--- config.mk ---
export PLATFORM = sky130hd
export DESIGN_NAME = rx_sleep_ctrl
export DESIGN_NICKNAME = d
export VERILOG_FILES = /design/src/rtl/rx_sleep_ctrl.sv
export SDC_FILE = /design/constraint.sdc
export NUM_CORES = 1
export LEC_CHECK = 0
export BUFFER_PORTS_ARGS = -buffer_cell sky130_fd_sc_hd__buf_2
export CORE_MARGIN = 2
export CORE_UTILIZATION = 25
export CTS_CLUSTER_SIZE = 20
export DETAILED_ROUTE_END_ITERATION = 16
export GPL_TIMING_DRIVEN = 1
export SYNTH_ARGS = -nofsm -noshare
export SYNTH_HDL_FRONTEND = slang
export SYNTH_SLANG_ARGS = --single-unit
--- constraint.sdc ---
create_clock -name clk -period 4.9 [get_ports clk]
set_clock_uncertainty 0.15 [all_clocks]
set_input_delay 0.49 -clock clk [delete_from_list [all_inputs] [get_ports clk]]
set_output_delay 0.49 -clock clk [all_outputs]
set_load 0.03 [all_outputs]
--- src/rtl/rx_sleep_ctrl.sv ---
module rx_sleep_ctrl #(
  parameter int TW     = 12,
  parameter int RANGES = 4,
  parameter int RSEL_W = $clog2(RANGES)
) (
  input  logic                 clk,
  input  logic                 rst_n,
  input  logic                 data_in,
  output logic                 data_pull_low,
  input  logic                 enable_in,
  input  logic                 data_off_allow,
  input  logic [RSEL_W-1:0]    rate_sel,
  input  logic [RANGES*TW-1:0] t1_table,
  input  logic [TW-1:0]        gap_len,
  input  logic [TW-1:0]        sync_len,
  input  logic [TW-1:0]        tail_len,
  input  logic [TW-1:0]        sleep_len,
  input  logic                 bitchk_pass,
  output logic [1:0]           mode
);
  localparam logic [1:0] M_SLEEP = 2'b00;
  localparam logic [1:0] M_CHECK = 2'b01;
  localparam logic [1:0] M_RECV  = 2'b10;
  localparam logic [1:0] M_OFF   = 2'b11;
  localparam logic [TW:0] ONE    = 1;

  logic [1:0]    mode_q;
  logic          tail_q;
  logic [TW-1:0] tmr_q, low_q;
  logic [TW-1:0] t1_sel;
  logic [TW:0]   tmr_nx, low_nx;
  logic          host_low, data_hit;

  assign t1_sel   = t1_table[int'(rate_sel)*TW +: TW];
  assign tmr_nx   = {1'b0, tmr_q} + ONE;
  assign low_nx   = {1'b0, low_q} + ONE;
  assign host_low = data_off_allow && !data_in;
  assign data_hit = host_low && (low_nx >= {1'b0, t1_sel});

  assign data_pull_low = (mode_q == M_OFF) && tail_q && (tmr_q < sync_len);
  assign mode = mode_q;

  always_ff @(posedge clk or negedge rst_n) begin
    if (!rst_n) begin
      mode_q <= M_SLEEP;
      tail_q <= 1'b0;
      tmr_q  <= '0;
      low_q  <= '0;
    end else if (!enable_in) begin
      mode_q <= M_SLEEP;
      tail_q <= 1'b0;
      tmr_q  <= '0;
      low_q  <= '0;
    end else begin
      case (mode_q)
        M_SLEEP: begin
          if (data_hit) begin
            tmr_q <= '0;
            low_q <= '0;
          end else if (tmr_nx >= {1'b0, sleep_len}) begin
            mode_q <= M_CHECK;
            tmr_q  <= '0;
            low_q  <= '0;
          end else begin
            tmr_q <= tmr_nx[TW-1:0];
            low_q <= host_low ? low_nx[TW-1:0] : '0;
          end
        end
        M_CHECK, M_RECV: begin
          if (data_hit) begin
            mode_q <= M_OFF;
            tail_q <= 1'b0;
            tmr_q  <= '0;
            low_q  <= '0;
          end else begin
            low_q <= host_low ? low_nx[TW-1:0] : '0;
            if (mode_q == M_CHECK && bitchk_pass) mode_q <= M_RECV;
          end
        end
        default: begin
          if (!tail_q) begin
            if (tmr_nx >= {1'b0, gap_len}) begin
              tail_q <= 1'b1;
              tmr_q  <= '0;
            end else begin
              tmr_q <= tmr_nx[TW-1:0];
            end
          end else if (tmr_nx >= {1'b0, tail_len}) begin
            tail_q <= 1'b0;
            tmr_q  <= '0;
            mode_q <= (sleep_len == '0) ? M_CHECK : M_SLEEP;
          end else begin
            tmr_q <= tmr_nx[TW-1:0];
          end
        end
      endcase
    end
  end
endmodule

Word level (Yosys, flattened, before mapping)
Cells that the tools add are included.

cells by class
  eq/ne operators = 11
  $lt $le $gt $ge = 5
  reduce and logical (&&, ||, !) cells = 11
  add/sub/neg operators = 2
  muxes and demuxes = 29
  multiply operators = 1
  shift-type cells = 1

operators by type and width
  cell                     number
  $mux W12                 12
  $ge A13 B12 Y1           4
  $pmux W12 S2             2
  $shiftx A48 B7 Y12       1
  $add A12 B1 Y13 const B  2
  $mux W2                  7
  $logic_not A12 Y1        1
  $lt A12 B12 Y1           1
  $ne A3 B3 Y1 const B     3
  $ne A4 B1 Y1 const B     2
  $mux W1                  6
  $logic_and A1 B1 Y1      5
  $reduce_and A5 Y1        1
  $eq A2 B2 Y1 const B     2
  $mul A2 B2 Y4 const B    1
  $ne A4 B4 Y1 const B     1
  $pmux W2 S2              1
  $ne A3 B1 Y1 const B     1
  $eq A2 B1 Y1 const B     1
  $logic_not A2 Y1         1
  $ne A2 B2 Y1 const B     1
  $pmux W1 S2              1
  $reduce_and A2 Y1        1
  $reduce_or A2 Y1         1
  $logic_not A1 Y1         1

word-level totals
  output and inout bits = 3
  logic and storage cells = 64
  input bits = 104
  register bits after elaboration = 27

Longest topological paths before layout
Gate-level depths: netlist of run 1.

  depth after elaboration = 7
  depth in mapped cells = 17
  gate-level depth less buffers = 15

Least setup slack after synthesis of run 1
No wires, ideal clock.

  path kind = input -> register
  from = input rate_sel[0]
  to = register tmr_q[11]
  required time = 4.663 ns
  arrival = 3.519 ns
  slack = 1.145 ns
  buffers on the path = 2
  library setup time = 0.087 ns
  cell stages on the path = 12
  cell sequence = buf_1 -> mux4_2 -> inv_1 -> ha_1 -> a211oi_1 -> o21bai_1 -> o21ba_2 -> o31a_2 -> nor3b_1 -> clkbuf_1 -> nand2_1 -> o211ai_1

between the ends
  word-level cells in the longest chain between the ends = 7
  elaborated cells on any way between the ends = 8
  those cells by class = mul (1); order compare (1); eq/ne (1); shift (1); mux (3); reduce/logical (1)

RTL lines
  what                   line  RTL
  start, declared        12    input logic [RSEL_W-1:0] rate_sel,
  $mul A2 B2 Y4 *        34    assign t1_sel = t1_table[int'(rate_sel)*TW +: TW];
  $shiftx A48 B7 Y12 *   34
  $ge A13 B12 Y1 *       38    assign data_hit = host_low && (low_nx >= {1'b0, t1_sel});
  $logic_and A1 B1 Y1 *  38
  $mux W12               57    if (data_hit) begin
  $pmux W12 S2           55    case (mode_q)
  $mux W12               49    end else if (!enable_in) begin
  end signal, assigned   65    tmr_q <= tmr_nx[TW-1:0];
  end signal, assigned   86    tmr_q <= tmr_nx[TW-1:0];
  end signal, assigned   93    tmr_q <= tmr_nx[TW-1:0];
  end, declared          29    logic [TW-1:0] tmr_q, low_q;

Mark *: on every way between the ends. The rest lies on a longest branch, timed or not.
A chain may end at the register's enable or synchronous reset.

Final worst setup path of run 1
  from = register low_q[2]
  to = register low_q[3]

between the ends
  word-level cells in the longest chain between the ends = 6
  elaborated cells on any way between the ends = 9
  those cells by class = add/sub (1); order compare (1); mux (6); reduce/logical (1)

RTL lines
  what                                                    line        RTL
  start, declared                                         29
  start signal, assigned                                  66          low_q <= host_low ? low_nx[TW-1:0] : '0;
  start signal, assigned                                  76          low_q <= host_low ? low_nx[TW-1:0] : '0;
  $add A12 B1 Y13 *                                       36          assign low_nx = {1'b0, low_q} + ONE;
  $ge A13 B12 Y1 / $mux W12 (equally long branches)       38, 66, 76
  $logic_and A1 B1 Y1 / $mux W12 (equally long branches)  38, 60
  $mux W12, on equally long branches                      70, 57
  $pmux W12 S2 *                                          55
  $mux W12 *                                              49

Marks and branches as above.

==> flow_metrics.tcl, run 1 <==
set metrics [dict create \
    grt_pass1_wl_um 15210 \
    run_status "finished clean" \
    layout_commonest_cell "buf_2" \
    cts_root_buffer "clkbuf_16" \
    nNetsFinal 704 \
    cp_max_fo 13 \
    tritoncts "yes" \
    wl_per_cell_um 13.43 \
    setup.worst_path.end_class "flip-flop" \
    rsz0062_at_grt "false" \
    dieHeight_um 124.2 \
    clk_pin_slew_ns 0.07 \
    ys_warn_count 0 \
    post_cts_buffers 0 \
    drive_above_1_share_pct 25.89 \
    dpl.hpwl_um 8185 \
    synthesis.area_um2 3611 \
    critPathArrivalTime_ns 4.22 \
    synthesis.nets 601 \
    core_area_um2 13990 \
    hold_path.class "in2async" \
    relSlewSlack_pct 43.38 \
    overflow 0 \
    pwr-share-comb_pct 33.9 \
    antenna_found_initial 0 \
    drv_cap 0 \
    async_flop_share_pct 100.0 \
    place_ws_ns 0.7470 \
    critPathRequiredTime_ns 4.93 \
    cts-buffers-inserted 3 \
    start_kind "flip-flop" \
    syn_inst 431 \
    grtUsageTotal_pct 12.37 \
    hold_violations 0 \
    worstMarginPinSlew_ns 0.8437 \
    internal_power_uw 446.3 \
    cts_resized 0 \
    clock_latency_ns 0.27 \
    period_share_pct 85.58 \
    setup.worst_path.class "reg2reg" \
    drc 0 \
    num_vias 3442 \
    tns_ns 0 \
    synthFlopType "dfrtp_1" \
    setup_viol 0 \
    ios 107 \
    hold_ws_ns 0.08926 \
    n_antenna_cell 0 \
    dieArea_um2 15420 \
    vdd_ir_drop_max_mv 0.1066 \
    io_buffers 106 \
    synth_edf_count 0 \
    ys_seq_area_share_pct 18.71 \
    die_x_um 124.2 \
    grt_pass1_vias 3342 \
    via_per_inst 4.827 \
    clkPwrFrac_pct 29.5 \
    wl_um 9573 \
    net-switching-power_uw 206.7 \
    final_cell_mix "buf_2, inv_1, ha_1" \
    rows 43 \
    ys_ff_latch 27 \
    swShare_pct 31.65 \
    static-leakage-power_nw 2.348 \
    layout_setup_ws_ns 0.7067 \
    grt_max_degree 28 \
    ys_types 50 \
    period_needed_ns 4.193 \
    cts_hold_buffers 0 \
    dr.pass1.iters 4 \
    r2r_setup_slack_ns 0.71 \
    syn_area_per_cell_um2 8.378 \
    seq_power_share_pct 36.6 \
    ant_nets 0 \
    cts_num_sinks 27 \
    gp_congestion 0.8692 \
    area_growth_pct 22.04 \
    clock.fmax_mhz 238.5 \
    clk_path_buf_depth 2 \
    total_power_uw 653.0 \
    maxSlewViolCount 0 \
    drt-initial-drc-count 196 \
    start_util_pct 25.81 \
    cts.htree.levels 1 \
    powerDensity_nw_per_um2 148.2 \
]
[worst max-delay path, stage by stage (launching register included)]
cell	delay, ns
dfrtp_1	0.47
nand3_1	0.23
nor2_1	0.24
nand3_1	0.23
nor2_1	0.27
nand3_1	0.14
xnor2_1	0.23
ha_1	0.30
nand3_1	0.11
nor3_1	0.06
o31a_1	0.13
nor4_2	0.62
o21ai_1	0.49
o31a_1	0.36
o21ai_0	0.07
[worst paths after layout]
check / startpoint / endpoint / cells past startpoint
worst min-delay path: rst_n / tmr_q[0]$_DFFE_PN0P_ / 1
worst max-delay path: low_q[2]$_DFFE_PN0P_ / low_q[3]$_DFFE_PN0P_ / 14
max in group asynchronous: rst_n / tmr_q[11]$_DFFE_PN0P_ / 1
worst max register to register: low_q[2]$_DFFE_PN0P_ / low_q[3]$_DFFE_PN0P_ / 14
worst min register to register: low_q[4]$_DFFE_PN0P_ / low_q[4]$_DFFE_PN0P_ / 2
min in group clk: low_q[4]$_DFFE_PN0P_ / low_q[4]$_DFFE_PN0P_ / 2
[synth_stat cells (6+ instances only)]
| cell type | n | area [um^2] |
|---|---|---|
| a21o_1 | 10 | 75.07 |
| a21oi_1 | 17 | 85.08 |
| dfrtp_1 | 27 | 675.7 |
| ha_1 | 66 | 825.8 |
| inv_1 | 70 | 262.8 |
| mux4_2 | 12 | 270.3 |
| nand2_1 | 48 | 180.2 |
| nand2b_1 | 10 | 62.56 |
| nand3_1 | 21 | 105.1 |
| nor2_1 | 12 | 45.04 |
| nor3_1 | 7 | 35.03 |
| nor4_1 | 8 | 50.05 |
| o2111ai_1 | 6 | 52.55 |
| o211ai_1 | 10 | 75.07 |
| o21ai_0 | 21 | 105.1 |
| or2_2 | 6 | 37.54 |
| xnor2_1 | 8 | 70.07 |
[layout make-up]
class	instances	area (um^2)
clock buffer	3	75.07
clock inverter	1	7.507
fill	1486	9582
inverter	70	262.8
multi-input combinational	325	2623
sequential	27	675.6
tap	180	225.2
timing repair buffer	107	538.0
[metrics by stage]
| stage | std cells | instance area [um^2] | util, % |
|---|---|---|---|
| floorplan | 431 | 3611 | - |
| global placement | 709 | 4324 | 30.91 |
| detailed placement | 709 | 4324 | 30.91 |
| CTS | 713 | 4407 | 31.50 |
| global route | 713 | 4407 | 31.50 |
| finish | 713 | 4407 | 31.50 |
[kinds of logic (layout without fill, tap and decap cells)]
family	count (synthesis)	in the layout	synth area share, %
adder cells (fa/ha/maj)	66	66	22.87
buffers and inverters	79	181	8.662
AND/OR/NAND/NOR	134	134	18.95
XOR/XNOR	13	13	3.153
AO/OA/AOI/OAI	95	95	18.75
flip-flops	27	27	18.71
multiplexers	17	17	8.905
[metal layers]
layer  GRT usage [%]  vias up  routed length, um
met5               0        -                  0
met4           3.230        0                 90
met3           1.557        6                385
met2           21.62       63               4865
met1           16.05     1618               4231
li1                -     1755                  -
[power by group through the flow]
stage	combinational (mW)	clock [mW]	sequential, mW
4_1_cts	0.226	0.197	0.239
2_1_floorplan	0.140	0	0.242
3_3_place_gp	0.217	0	0.242
3_5_place_dp	0.224	0	0.243
5_1_grt	0.256	0.207	0.240
6_report	0.222	0.193	0.239
[sequential cells by signal, summed over array words and instances, names as in the netlist]
signal and cells:
mode 2, low_q 12, tmr_q 12, tail_q 1
Note: power is estimated with default switching activity, not from simulation.
==> run 2: changes to the inputs <==
--- a/config.mk
+++ b/config.mk
@@ -11,6 +11,7 @@
 export CTS_CLUSTER_SIZE = 20
 export DETAILED_ROUTE_END_ITERATION = 16
 export GPL_TIMING_DRIVEN = 1
+export PLACE_DENSITY = 0.42
 export SYNTH_ARGS = -nofsm -noshare
 export SYNTH_HDL_FRONTEND = slang
 export SYNTH_SLANG_ARGS = --single-unit
==> flow_metrics.tcl, run 2 (same netlist as run 1, synthesis figures left out) <==
set metrics [dict create \
    overflow 0 \
    cp_top_family "simple AND/OR/NAND/NOR gates" \
    static-leakage-power_nw 2.349 \
    maxSlewViolCount 0 \
    cts_num_sinks 27 \
    dieArea_um2 15420 \
    n_antenna_cell 0 \
    nNetsFinal 704 \
    start_util_pct 25.81 \
    worst-path-buf-inv 0 \
    num_vias 3426 \
    gp_congestion 0.7701 \
    gr-usage-met1_pct 19.44 \
    critPathRequiredTime_ns 4.94 \
    dieHeight_um 124.2 \
    worstMarginPinSlew_ns 0.8673 \
    rows 43 \
    tritoncts "yes" \
    hold_ws_ns 0.08985 \
    start_kind "flip-flop" \
    vdd_ir_drop_max_mv 0.09990 \
    rr_startpoint "low_q[2]$_DFFE_PN0P_" \
    post_cts_buffers 0 \
    hold_path.class "in2async" \
    seq_power_share_pct 36.0 \
    setup.worst_path.class "reg2reg" \
    dpl.hpwl_um 8538 \
    cts_resized 0 \
    pwr-share-comb_pct 34.0 \
    ios 107 \
    relSlewSlack_pct 41.79 \
    wl_um 10060 \
    via_per_inst 4.805 \
    die_x_um 124.2 \
    cp_max_fo 13 \
    grtUsageTotal_pct 13.50 \
    swShare_pct 32.60 \
    period_share_pct 84.28 \
    drc 0 \
    r2r_end "low_q[3]$_DFFE_PN0P_" \
    dr.pass1.iters 4 \
    multi_input_area_um2 2623 \
    cpMostUsedCell "nand3_1" \
    grt_pass1_vias 3388 \
    r2r_setup_slack_ns 0.77 \
    hold_violations 0 \
    internal_power_uw 446.9 \
    clock.fmax_mhz 242.2 \
    drv_cap 0 \
    worst-r2r-cell-count 14 \
    period_needed_ns 4.130 \
    final_cell_mix "buf_2, inv_1, ha_1" \
    critPathArrivalTime_ns 4.17 \
    antenna_found_initial 0 \
    run_status "finished clean" \
    cts_hold_buffers 0 \
    clk_pin_slew_ns 0.07 \
    grt_pass1_wl_um 16330 \
    critPathSlowestCell "nor4_2" \
    cts.htree.levels 1 \
    grt_busiest_layer "met2" \
    setup_viol 0 \
    ant_nets 0 \
    grt_max_degree 28 \
    clkPwrFrac_pct 30.1 \
    area_growth_pct 21.93 \
    rsz0062_at_grt "false" \
    wl_per_cell_um 14.11 \
    layout_setup_ws_ns 0.7703 \
    slowest_delay_ns 0.58 \
    layout_commonest_cell "buf_2" \
    grt.met2_usage_pct 21.24 \
    clk_path_buf_depth 2 \
    drt-initial-drc-count 175 \
    fill_cells 1523 \
    io_buffers 106 \
    core_area_um2 13990 \
    met3_usage_pct 1.145 \
    net-switching-power_uw 216.2 \
    clock_latency_ns 0.28 \
    fin_util_pct 31.48 \
    cts-buffers-inserted 3 \
    place_ws_ns 0.7623 \
    register_area_um2 675.6 \
    setup.worst_path.end_class "flip-flop" \
    powerDensity_nw_per_um2 150.6 \
    drive_above_1_share_pct 25.70 \
    path_cells "nand3_1, nor2_1, nand3_1, nor2_1, nand3_1, xnor2_1, ha_1, nand3_1, nor3_1, o31a_1, nor4_2, o21ai_1, o31a_1, o21ai_0" \
    cts_root_buffer "clkbuf_16" \
    tns_ns 0 \
]
-- run 2: per-layer routing --
layer	share of wire [%]	up-vias	routed length [um]
met5	0	-	0
met4	1.4	0	144
li1	-	1756	-
met3	5.3	7	529
met2	43	92	4277
met1	51	1571	5110
-- run 2: metrics by stage --
step	cells	area [um^2]	power (mW)
final	713	4403	0.6631
after global routing	713	4403	0.7103
after CTS	713	4403	0.6719
after detailed placement	709	4324	0.4704
after global placement	709	4324	0.4668
after floorplan	431	3611	0.3814
-- run 2: cell type report --
class	count	area share, %
clock buffer	4	1.790
inverter	70	5.968
multi-input combinational	325	59.56
sequential	27	15.35
tap	180	5.115
timing repair buffer	107	12.22
-- run 2: worst reg2reg max path, stage by stage, from the launching register on --
cell	delay, ns
dfrtp_1	0.46
nand3_1	0.22
nor2_1	0.25
nand3_1	0.23
nor2_1	0.27
nand3_1	0.14
xnor2_1	0.24
ha_1	0.29
nand3_1	0.11
nor3_1	0.07
o31a_1	0.12
nor4_2	0.58
o21ai_1	0.48
o31a_1	0.36
o21ai_0	0.07
-- run 2: worst max path at each step --
stage                          from                     to  slack, ns  cells after the start
2_1_floorplan           rate_sel[0]  tmr_q[11]$_DFFE_PN0P_       1.14                     12
3_3_place_gp   low_q[2]$_DFFE_PN0P_   low_q[3]$_DFFE_PN0P_       0.81                     14
3_5_place_dp   low_q[2]$_DFFE_PN0P_   low_q[3]$_DFFE_PN0P_       0.76                     14
4_1_cts        low_q[2]$_DFFE_PN0P_   low_q[3]$_DFFE_PN0P_       0.72                     14
5_1_grt        low_q[2]$_DFFE_PN0P_   low_q[5]$_DFFE_PN0P_       0.27                     14
6_report       low_q[2]$_DFFE_PN0P_   low_q[3]$_DFFE_PN0P_       0.77                     14
-- run 2: power groups by stage --
stage	sequential, mW	combinational [mW]	clock [mW]
global placement	0.243	0.224	0
global route	0.240	0.259	0.211
finish	0.238	0.225	0.199
CTS	0.239	0.228	0.205
detailed placement	0.243	0.227	0
floorplan	0.242	0.140	0
